$ cat src/rtl/ampctl_pkg.sv
package ampctl_pkg;
  typedef enum logic [2:0] {
    ST_IDLE,
    ST_DEVADR,
    ST_SUBADR,
    ST_WDATA,
    ST_RDATA
  } bus_st_e;

  // bit 0 of register 0 is not storable
  localparam logic [7:0] REG0_KEEP = 8'hFE;
endpackage

$ cat src/rtl/ampctl_sync.sv
module ampctl_sync #(
  parameter int                 WIDTH   = 3,
  parameter int                 STAGES  = 2,
  parameter logic [WIDTH-1:0]   RST_VAL = '1
) (
  input  logic             clk,
  input  logic             rst_n,
  input  logic [WIDTH-1:0] din,
  output logic [WIDTH-1:0] dout
);
  logic [STAGES-1:0][WIDTH-1:0] pipe_q;

  always_ff @(posedge clk or negedge rst_n) begin
    if (!rst_n) pipe_q <= {STAGES{RST_VAL}};
    else        pipe_q <= {pipe_q[STAGES-2:0], din};
  end

  assign dout = pipe_q[STAGES-1];
endmodule

$ cat src/rtl/ampctl_busevt.sv
module ampctl_busevt (
  input  logic clk,
  input  logic rst_n,
  input  logic scl_s,
  input  logic sda_s,
  output logic scl_rise,
  output logic scl_fall,
  output logic start_det,
  output logic stop_det
);
  logic scl_q, sda_q;

  always_ff @(posedge clk or negedge rst_n) begin
    if (!rst_n) begin
      scl_q <= 1'b1;
      sda_q <= 1'b1;
    end else begin
      scl_q <= scl_s;
      sda_q <= sda_s;
    end
  end

  assign scl_rise  = scl_s & ~scl_q;
  assign scl_fall  = ~scl_s & scl_q;
  assign start_det = scl_s & scl_q & sda_q & ~sda_s;
  assign stop_det  = scl_s & scl_q & ~sda_q & sda_s;
endmodule

$ cat src/rtl/ampctl_regs.sv
module ampctl_regs
  import ampctl_pkg::*;
#(
  parameter int NUM_REGS = 3,
  parameter int IDX_W    = 4
) (
  input  logic                        clk,
  input  logic                        rst_n,
  input  logic                        clr,
  input  logic                        wr_en,
  input  logic [IDX_W-1:0]            wr_idx,
  input  logic [7:0]                  wr_data,
  output logic [NUM_REGS-1:0][7:0]    regs_o
);
  for (genvar r = 0; r < NUM_REGS; r++) begin : g_reg
    localparam logic [7:0] KEEP = (r == 0) ? REG0_KEEP : 8'hFF;
    logic [7:0] val_q;
    logic       hit;

    assign hit = wr_en && (wr_idx == IDX_W'(r));

    always_ff @(posedge clk or negedge rst_n) begin
      if (!rst_n)   val_q <= '0;
      else if (clr) val_q <= '0;
      else if (hit) val_q <= wr_data & KEEP;
    end

    assign regs_o[r] = val_q;
  end

  // shutdown forces every register to zero
  a_r8_shutdown_clear: assert property (@(posedge clk) disable iff (!rst_n)
    clr |=> (regs_o == '0));

  // a write beyond the register file leaves all registers untouched
  a_r5_range_discard: assert property (@(posedge clk) disable iff (!rst_n)
    (wr_en && !clr && (int'(wr_idx) >= NUM_REGS)) |=> $stable(regs_o));
endmodule

$ cat src/rtl/ampctl_i2c_target.sv
module ampctl_i2c_target
  import ampctl_pkg::*;
#(
  parameter logic [6:0] DEV_ADDR    = 7'h5B,
  parameter int         NUM_REGS    = 3,
  parameter int         SYNC_STAGES = 2
) (
  input  logic       clk,
  input  logic       rst_n,
  input  logic       scl_i,
  input  logic       sda_i,
  output logic       sda_oe,
  input  logic       shdn_n,
  output logic       stby_off,
  output logic       spk_on,
  output logic       agc_en,
  output logic       agc_track,
  output logic       gain_boost,
  output logic [1:0] agc_attack,
  output logic [2:0] agc_recover,
  output logic [2:0] agc_level,
  output logic [7:0] test_word
);
  localparam int IDX_W  = 4;
  localparam int CNT_W  = 4;
  localparam int RPTR_W = (NUM_REGS > 1) ? $clog2(NUM_REGS) : 1;
  localparam logic [CNT_W-1:0] BIT_LAST = CNT_W'(7);
  localparam logic [CNT_W-1:0] BIT_ACK  = CNT_W'(8);
  localparam logic [CNT_W-1:0] BIT_DONE = CNT_W'(9);

  logic [2:0] pins_s;
  logic scl_s, sda_s, shdn_s;
  logic scl_rise, scl_fall, start_det, stop_det;

  ampctl_sync #(.WIDTH(3), .STAGES(SYNC_STAGES), .RST_VAL(3'b111)) u_sync (
    .clk  (clk),
    .rst_n(rst_n),
    .din  ({shdn_n, sda_i, scl_i}),
    .dout (pins_s)
  );
  assign {shdn_s, sda_s, scl_s} = pins_s;

  ampctl_busevt u_evt (
    .clk      (clk),
    .rst_n    (rst_n),
    .scl_s    (scl_s),
    .sda_s    (sda_s),
    .scl_rise (scl_rise),
    .scl_fall (scl_fall),
    .start_det(start_det),
    .stop_det (stop_det)
  );

  bus_st_e           st_q, st_d;
  logic [CNT_W-1:0]  cnt_q, cnt_d;
  logic [7:0]        sh_q, sh_d;
  logic              ack_q, ack_d, rnw_q, rnw_d, ainc_q, ainc_d;
  logic              mack_q, mack_d, oe_q, oe_d;
  logic [IDX_W-1:0]  idx_q, idx_d;
  logic [RPTR_W-1:0] rptr_q, rptr_d, rsel, rnext;
  logic              wr_en;
  logic [7:0]        byte_in;
  logic [NUM_REGS-1:0][7:0] regs_w;

  assign byte_in = {sh_q[6:0], sda_s};
  assign rsel    = (st_q == ST_DEVADR) ? '0 : rptr_q;
  assign rnext   = (int'(rsel) == NUM_REGS - 1) ? '0 : rsel + 1'b1;

  always_comb begin
    st_d   = st_q;
    cnt_d  = cnt_q;
    sh_d   = sh_q;
    ack_d  = ack_q;
    rnw_d  = rnw_q;
    ainc_d = ainc_q;
    mack_d = mack_q;
    oe_d   = oe_q;
    idx_d  = idx_q;
    rptr_d = rptr_q;
    wr_en  = 1'b0;
    if (start_det) begin
      st_d  = ST_DEVADR;
      cnt_d = '0;
      ack_d = 1'b0;
      oe_d  = 1'b0;
    end else if (stop_det) begin
      st_d  = ST_IDLE;
      cnt_d = '0;
      oe_d  = 1'b0;
    end else if (st_q != ST_IDLE) begin
      if (scl_rise) begin
        if (cnt_q != BIT_DONE) cnt_d = cnt_q + 1'b1;
        if (st_q == ST_RDATA) begin
          if (cnt_q == BIT_ACK) mack_d = ~sda_s;
        end else if (cnt_q < BIT_ACK) begin
          sh_d = byte_in;
          if (cnt_q == BIT_LAST) begin
            case (st_q)
              ST_DEVADR: begin
                if (byte_in[7:1] == DEV_ADDR) begin
                  ack_d = 1'b1;
                  rnw_d = byte_in[0];
                end else begin
                  st_d = ST_IDLE;
                end
              end
              ST_SUBADR: begin
                idx_d  = byte_in[IDX_W-1:0];
                ainc_d = (byte_in[7:4] == 4'h0);
                ack_d  = 1'b1;
              end
              default: begin
                wr_en = 1'b1;
                ack_d = 1'b1;
              end
            endcase
          end
        end
      end else if (scl_fall) begin
        if (st_q == ST_RDATA) begin
          if (cnt_q != '0 && cnt_q < BIT_ACK) begin
            sh_d = {sh_q[6:0], sh_q[7]};
            oe_d = ~sh_q[6];
          end else if (cnt_q == BIT_ACK) begin
            oe_d = 1'b0;
          end else if (cnt_q == BIT_DONE) begin
            cnt_d = '0;
            if (mack_q) begin
              sh_d   = regs_w[rsel];
              oe_d   = ~regs_w[rsel][7];
              rptr_d = rnext;
            end else begin
              st_d = ST_IDLE;
              oe_d = 1'b0;
            end
          end
        end else if (cnt_q == BIT_ACK) begin
          oe_d = ack_q;
        end else if (cnt_q == BIT_DONE) begin
          oe_d  = 1'b0;
          cnt_d = '0;
          ack_d = 1'b0;
          case (st_q)
            ST_DEVADR: begin
              if (rnw_q) begin
                st_d   = ST_RDATA;
                sh_d   = regs_w[rsel];
                oe_d   = ~regs_w[rsel][7];
                rptr_d = rnext;
              end else begin
                st_d = ST_SUBADR;
              end
            end
            ST_SUBADR: st_d = ST_WDATA;
            default: begin
              if (ainc_q && idx_q != '1) idx_d = idx_q + 1'b1;
            end
          endcase
        end
      end
    end
  end

  always_ff @(posedge clk or negedge rst_n) begin
    if (!rst_n) begin
      st_q   <= ST_IDLE;
      cnt_q  <= '0;
      sh_q   <= '0;
      ack_q  <= 1'b0;
      rnw_q  <= 1'b0;
      ainc_q <= 1'b0;
      mack_q <= 1'b0;
      oe_q   <= 1'b0;
      idx_q  <= '0;
      rptr_q <= '0;
    end else begin
      st_q   <= st_d;
      cnt_q  <= cnt_d;
      sh_q   <= sh_d;
      ack_q  <= ack_d;
      rnw_q  <= rnw_d;
      ainc_q <= ainc_d;
      mack_q <= mack_d;
      oe_q   <= oe_d;
      idx_q  <= idx_d;
      rptr_q <= rptr_d;
    end
  end

  ampctl_regs #(.NUM_REGS(NUM_REGS), .IDX_W(IDX_W)) u_regs (
    .clk    (clk),
    .rst_n  (rst_n),
    .clr    (~shdn_s),
    .wr_en  (wr_en),
    .wr_idx (idx_q),
    .wr_data(byte_in),
    .regs_o (regs_w)
  );

  assign sda_oe      = oe_q;
  assign stby_off    = regs_w[0][1];
  assign spk_on      = regs_w[0][2];
  assign agc_en      = regs_w[0][3];
  assign agc_track   = regs_w[0][6];
  assign gain_boost  = regs_w[0][7];
  assign agc_attack  = regs_w[1][1:0];
  assign agc_recover = regs_w[1][4:2];
  assign agc_level   = regs_w[1][7:5];
  assign test_word   = regs_w[2];

  // the pull-down enable moves only while synchronized SCL is low
  a_r11_oe_scl_low: assert property (@(posedge clk) disable iff (!rst_n)
    !$stable(oe_q) |-> !scl_s);

  // an idle target (unmatched or finished) never pulls SDA
  a_r1_idle_quiet: assert property (@(posedge clk) disable iff (!rst_n)
    (st_q == ST_IDLE) |-> !oe_q);

  // the read pointer stays inside the register file
  a_r6_rptr_range: assert property (@(posedge clk) disable iff (!rst_n)
    int'(rptr_q) < NUM_REGS);

  // each received data byte produces exactly one write strobe
  a_r2_write_pulse: assert property (@(posedge clk) disable iff (!rst_n)
    wr_en |=> !wr_en);
endmodule

$ cat config.mk
export PLATFORM = sky130hd
export DESIGN_NAME = ampctl_i2c_target
export DESIGN_NICKNAME = d
export VERILOG_FILES = /design/src/rtl/ampctl_pkg.sv /design/src/rtl/ampctl_sync.sv /design/src/rtl/ampctl_busevt.sv /design/src/rtl/ampctl_regs.sv /design/src/rtl/ampctl_i2c_target.sv
export SDC_FILE = /design/constraint.sdc
export NUM_CORES = 1
export LEC_CHECK = 0
export BUFFER_PORTS_ARGS = -buffer_cell sky130_fd_sc_hd__buf_2
export CORE_MARGIN = 5
export CORE_UTILIZATION = 54
export CTS_BUF_LIST = sky130_fd_sc_hd__clkbuf_4 sky130_fd_sc_hd__clkbuf_8 sky130_fd_sc_hd__clkbuf_16
export DETAILED_ROUTE_END_ITERATION = 8
export PLACE_DENSITY_LB_ADDON = 0.12
export REMOVE_ABC_BUFFERS = 1
export SLEW_MARGIN = 20
export SYNTH_ARGS = -nofsm -noshare
export SYNTH_HDL_FRONTEND = slang
export SYNTH_HIERARCHICAL = 1
export SYNTH_SLANG_ARGS = --single-unit
$ cat constraint.sdc
create_clock -name clk -period 2.3 [get_ports clk]
set_input_delay 0.46 -clock clk [delete_from_list [all_inputs] [get_ports clk]]
set_output_delay 0.46 -clock clk [all_outputs]
set_load 0.1 [all_outputs]
==> impl_metrics.toml <==
[logic_synthesis]
synth_enable_flop_cells = 0
avgSynthCellArea_um2 = 9.76
syn_area_mm2 = 0.00338
synth-seq-cells = 57
yosysUniqueCellTypes = 62
yosysWarnings = 6
ys_async_sr_fraction = 1.00
ys.flop_type = "dfrtp_1"
syn_inst = 346
synth-seq-area-share = 0.425

[floorplanning]
start_util = 0.564
die_y_um = 89.1
die_w_um = 89.1
coreArea_mm2 = 0.00599
rows = 28
ios = 27
dieArea_mm2 = 0.00794

[worst_setup_path]
critPathMaxStageDelay_ns = 0.46
path_class = "reg -> reg"
crit_slowest_cell = "dfrtp_1"
end_kind = "flip-flop"
start_kind = "flip-flop"
cp_max_fo = 11
cpMostUsedCell = "buf_4"
cp_data_arrival_time_ns = 2.43
path_cells = "buf_4, nor3b_2, buf_4, a2bb2oi_1, o221ai_1, mux2_2, mux2_4"
cp.required_ns = 2.52

[global_routing]
grt_pass1_vias = 2773
grt_remaining_overflow = 0
track_usage = 0.231
grt_max_degree = 32
grt_antenna_before_repair = 0
grt_pass1_wl_um = 13900

[drt]
drt-pass1-iter-count = 6
drtAntennaViolNets = 0
wl_per_cell_um = 17.7
num_vias = 2889
wirelength_um = 8540
drc = 0
drtIter0Drc = 282
viasPerCell = 5.97

[clock_tree]
numCtsBuffers = 9
cts_root_buf = "clkbuf_8"
cts_tree = "done"
cts.clk_slew.worst_paths_ns = 0.07
cts_sinks = 57
ctsHtreeMaxLevel = 3
clk_latency_ns = 0.33
clock_path_buffers = 2

[placed_design]
portBuffers = 26
place_congestion = 0.941
dpl.hpwl_um = 6070
place_area_mm2 = 0.00380
placed_cells = 463

[timing]
hold_viol = 0
fin_crit_ns = 2.22
tightest_slew_ns = 0.700
rsz0062_at_grt = "yes"
fin_crit_sh = 0.964
slew-limit-headroom = 0.533
fmax_mhz = 451
fin_skew_ns = 0.00543
report.final.slew_viol_count = 0
fin_tns_setup_ns = 0
setup_violations = 0

[final_layout]
fillers = 461
drive_gt1_frac = 0.301
final_util = 0.685
final_area_mm2 = 0.00411
diodes = 0
final_cell_mix = "dfrtp_1 (49), buf_4 (37), nand2b_1 (36)"
area_delta_synth_final_pct = 21.6
nets = 413
layout_commonest_cell = "dfrtp_1"
stdcell_count = 484

[power]
power-per-cell-area_mw_per_mm2 = 584
power_leakage_nw = 1.88
finalPower_mw = 2.40
power.share.switching = 0.273
p_int_mw = 1.74
switching_power_mw = 0.655
power_frac_comb = 0.143
pwr-share-clk = 0.390
seqPwrFrac = 0.466
worst_ir_drop_vdd_uv = 486

[outcome]
status = "complete, no violations"

[flow_run]
drv_cap = 0

[min_path]
hold_class = "in -> async"
## power by group through the flow
stage	logic, mW	clock network (mW)	registers, mW
2_1_floorplan	0.174	0	1.12
3_3_place_gp	0.307	0	1.13
3_5_place_dp	0.314	0	1.13
4_1_cts	0.324	0.959	1.12
5_1_grt	0.373	1.00	1.12
6_report	0.343	0.936	1.12
## synthesized netlist by cell type (4+ instances only)
cell type | n | area [µm²]
a21oi_1 | 17 | 85.1
a221oi_1 | 4 | 35.0
a31oi_1 | 4 | 25.0
and3_1 | 7 | 43.8
buf_2 | 5 | 25.0
buf_4 | 6 | 45.0
clkbuf_1 | 7 | 26.3
dfrtp_1 | 49 | 1230
dfstp_2 | 8 | 210
ha_1 | 4 | 50.1
inv_1 | 14 | 52.6
mux2_2 | 10 | 113
mux2i_1 | 27 | 270
nand2_1 | 24 | 90.1
nand2b_1 | 36 | 225
nand3_1 | 11 | 55.1
nor2_1 | 19 | 71.3
nor2b_1 | 6 | 37.5
nor3_1 | 6 | 30.0
o211ai_1 | 4 | 30.0
o21a_1 | 4 | 30.0
o21ai_0 | 12 | 60.1
o22ai_1 | 6 | 37.5
## metrics by stage
step / setup slack (ns) / hold WS (ns)
2_1_floorplan: -0.701 / 0.164
3_3_place_gp: 0.00197 / 0.346
3_5_place_dp: -0.0287 / 0.347
4_1_cts: 0.0130 / 0.0893
5_1_grt: -0.0668 / 0.107
6_report: 0.0830 / 0.0901
## cell type report
type / instances / area [µm²] / area share
Multi-Input combinational cell: 255 / 1840 / 0.449
Sequential cell: 57 / 1440 / 0.350
Timing Repair Buffer: 67 / 479 / 0.117
Clock buffer: 11 / 145 / 0.0353
Tap cell: 75 / 93.8 / 0.0229
Clock inverter: 5 / 55.1 / 0.0134
Inverter: 14 / 52.6 / 0.0128
## path summary, 6_finish.rpt
path | startpoint | endpoint | slack, ns | cells after the start
hold / removal | rst_n | u_regs/g_reg[2].val_q[3]$_DFFE_PN0P_ | 0.09 | 1
hold reg to reg | u_sync/pipe_q[0]$_DFF_PN1_ | u_sync/dout[0]$_DFF_PN1_ | 0.36 | 0
setup reg to reg | st_q[2]$_DFFE_PN0P_ | sh_q[3]$_DFFE_PN0P_ | 0.08 | 7
setup / recovery | st_q[2]$_DFFE_PN0P_ | sh_q[3]$_DFFE_PN0P_ | 0.08 | 7
max in group asynchronous | rst_n | u_sync/dout[2]$_DFF_PN1_ | 1.61 | 2
min in group clk | shdn_n | u_sync/pipe_q[2]$_DFF_PN1_ | 0.22 | 1
## sequential cells by signal (all words and copies together) (netlist names)
signal / flops
u_sync/pipe_q: 3
sda_oe: 1
rptr_q: 2
ainc_q: 1
u_evt/scl_q: 1
u_regs/g.val_q: 23
idx_q: 4
cnt_q: 4
rnw_q: 1
ack_q: 1
mack_q: 1
u_sync/dout: 3
u_evt/sda_q: 1
st_q: 3
sh_q: 8
## repair_timing
item	CTS	global route
hold buffers	0	0
resized for setup	5	14
pin swaps	0	3
buffers inserted	2	3
setup endpoints to repair	20	24
## cell families after synthesis
kind of cell    share of synthesized area
xor+xnor                          0.00259
mux                                 0.113
buf+inv                            0.0485
fa+ha+maj                          0.0148
other cells                       0.00111
simple gates                        0.233
flops                               0.425
compound gates                      0.161
## worst max-delay path, delay by kind of cell (launching register included)
kind                   cells  cell delay (ns)
muxes                      2             0.53
DFF                        1             0.46
buffers and inverters      2             0.44
and+or+nand+nor            1             0.34
AOI/OAI and AO/OA          2             0.32
## layer usage
metal,part of all wire,routed length (µm),GRT usage
met5,0,0,0
met4,0.018,150,0.0825
met3,0.069,592,0.0470
met2,0.44,3770,0.336
met1,0.47,4030,0.342
(Power assumes the default switching activity.)
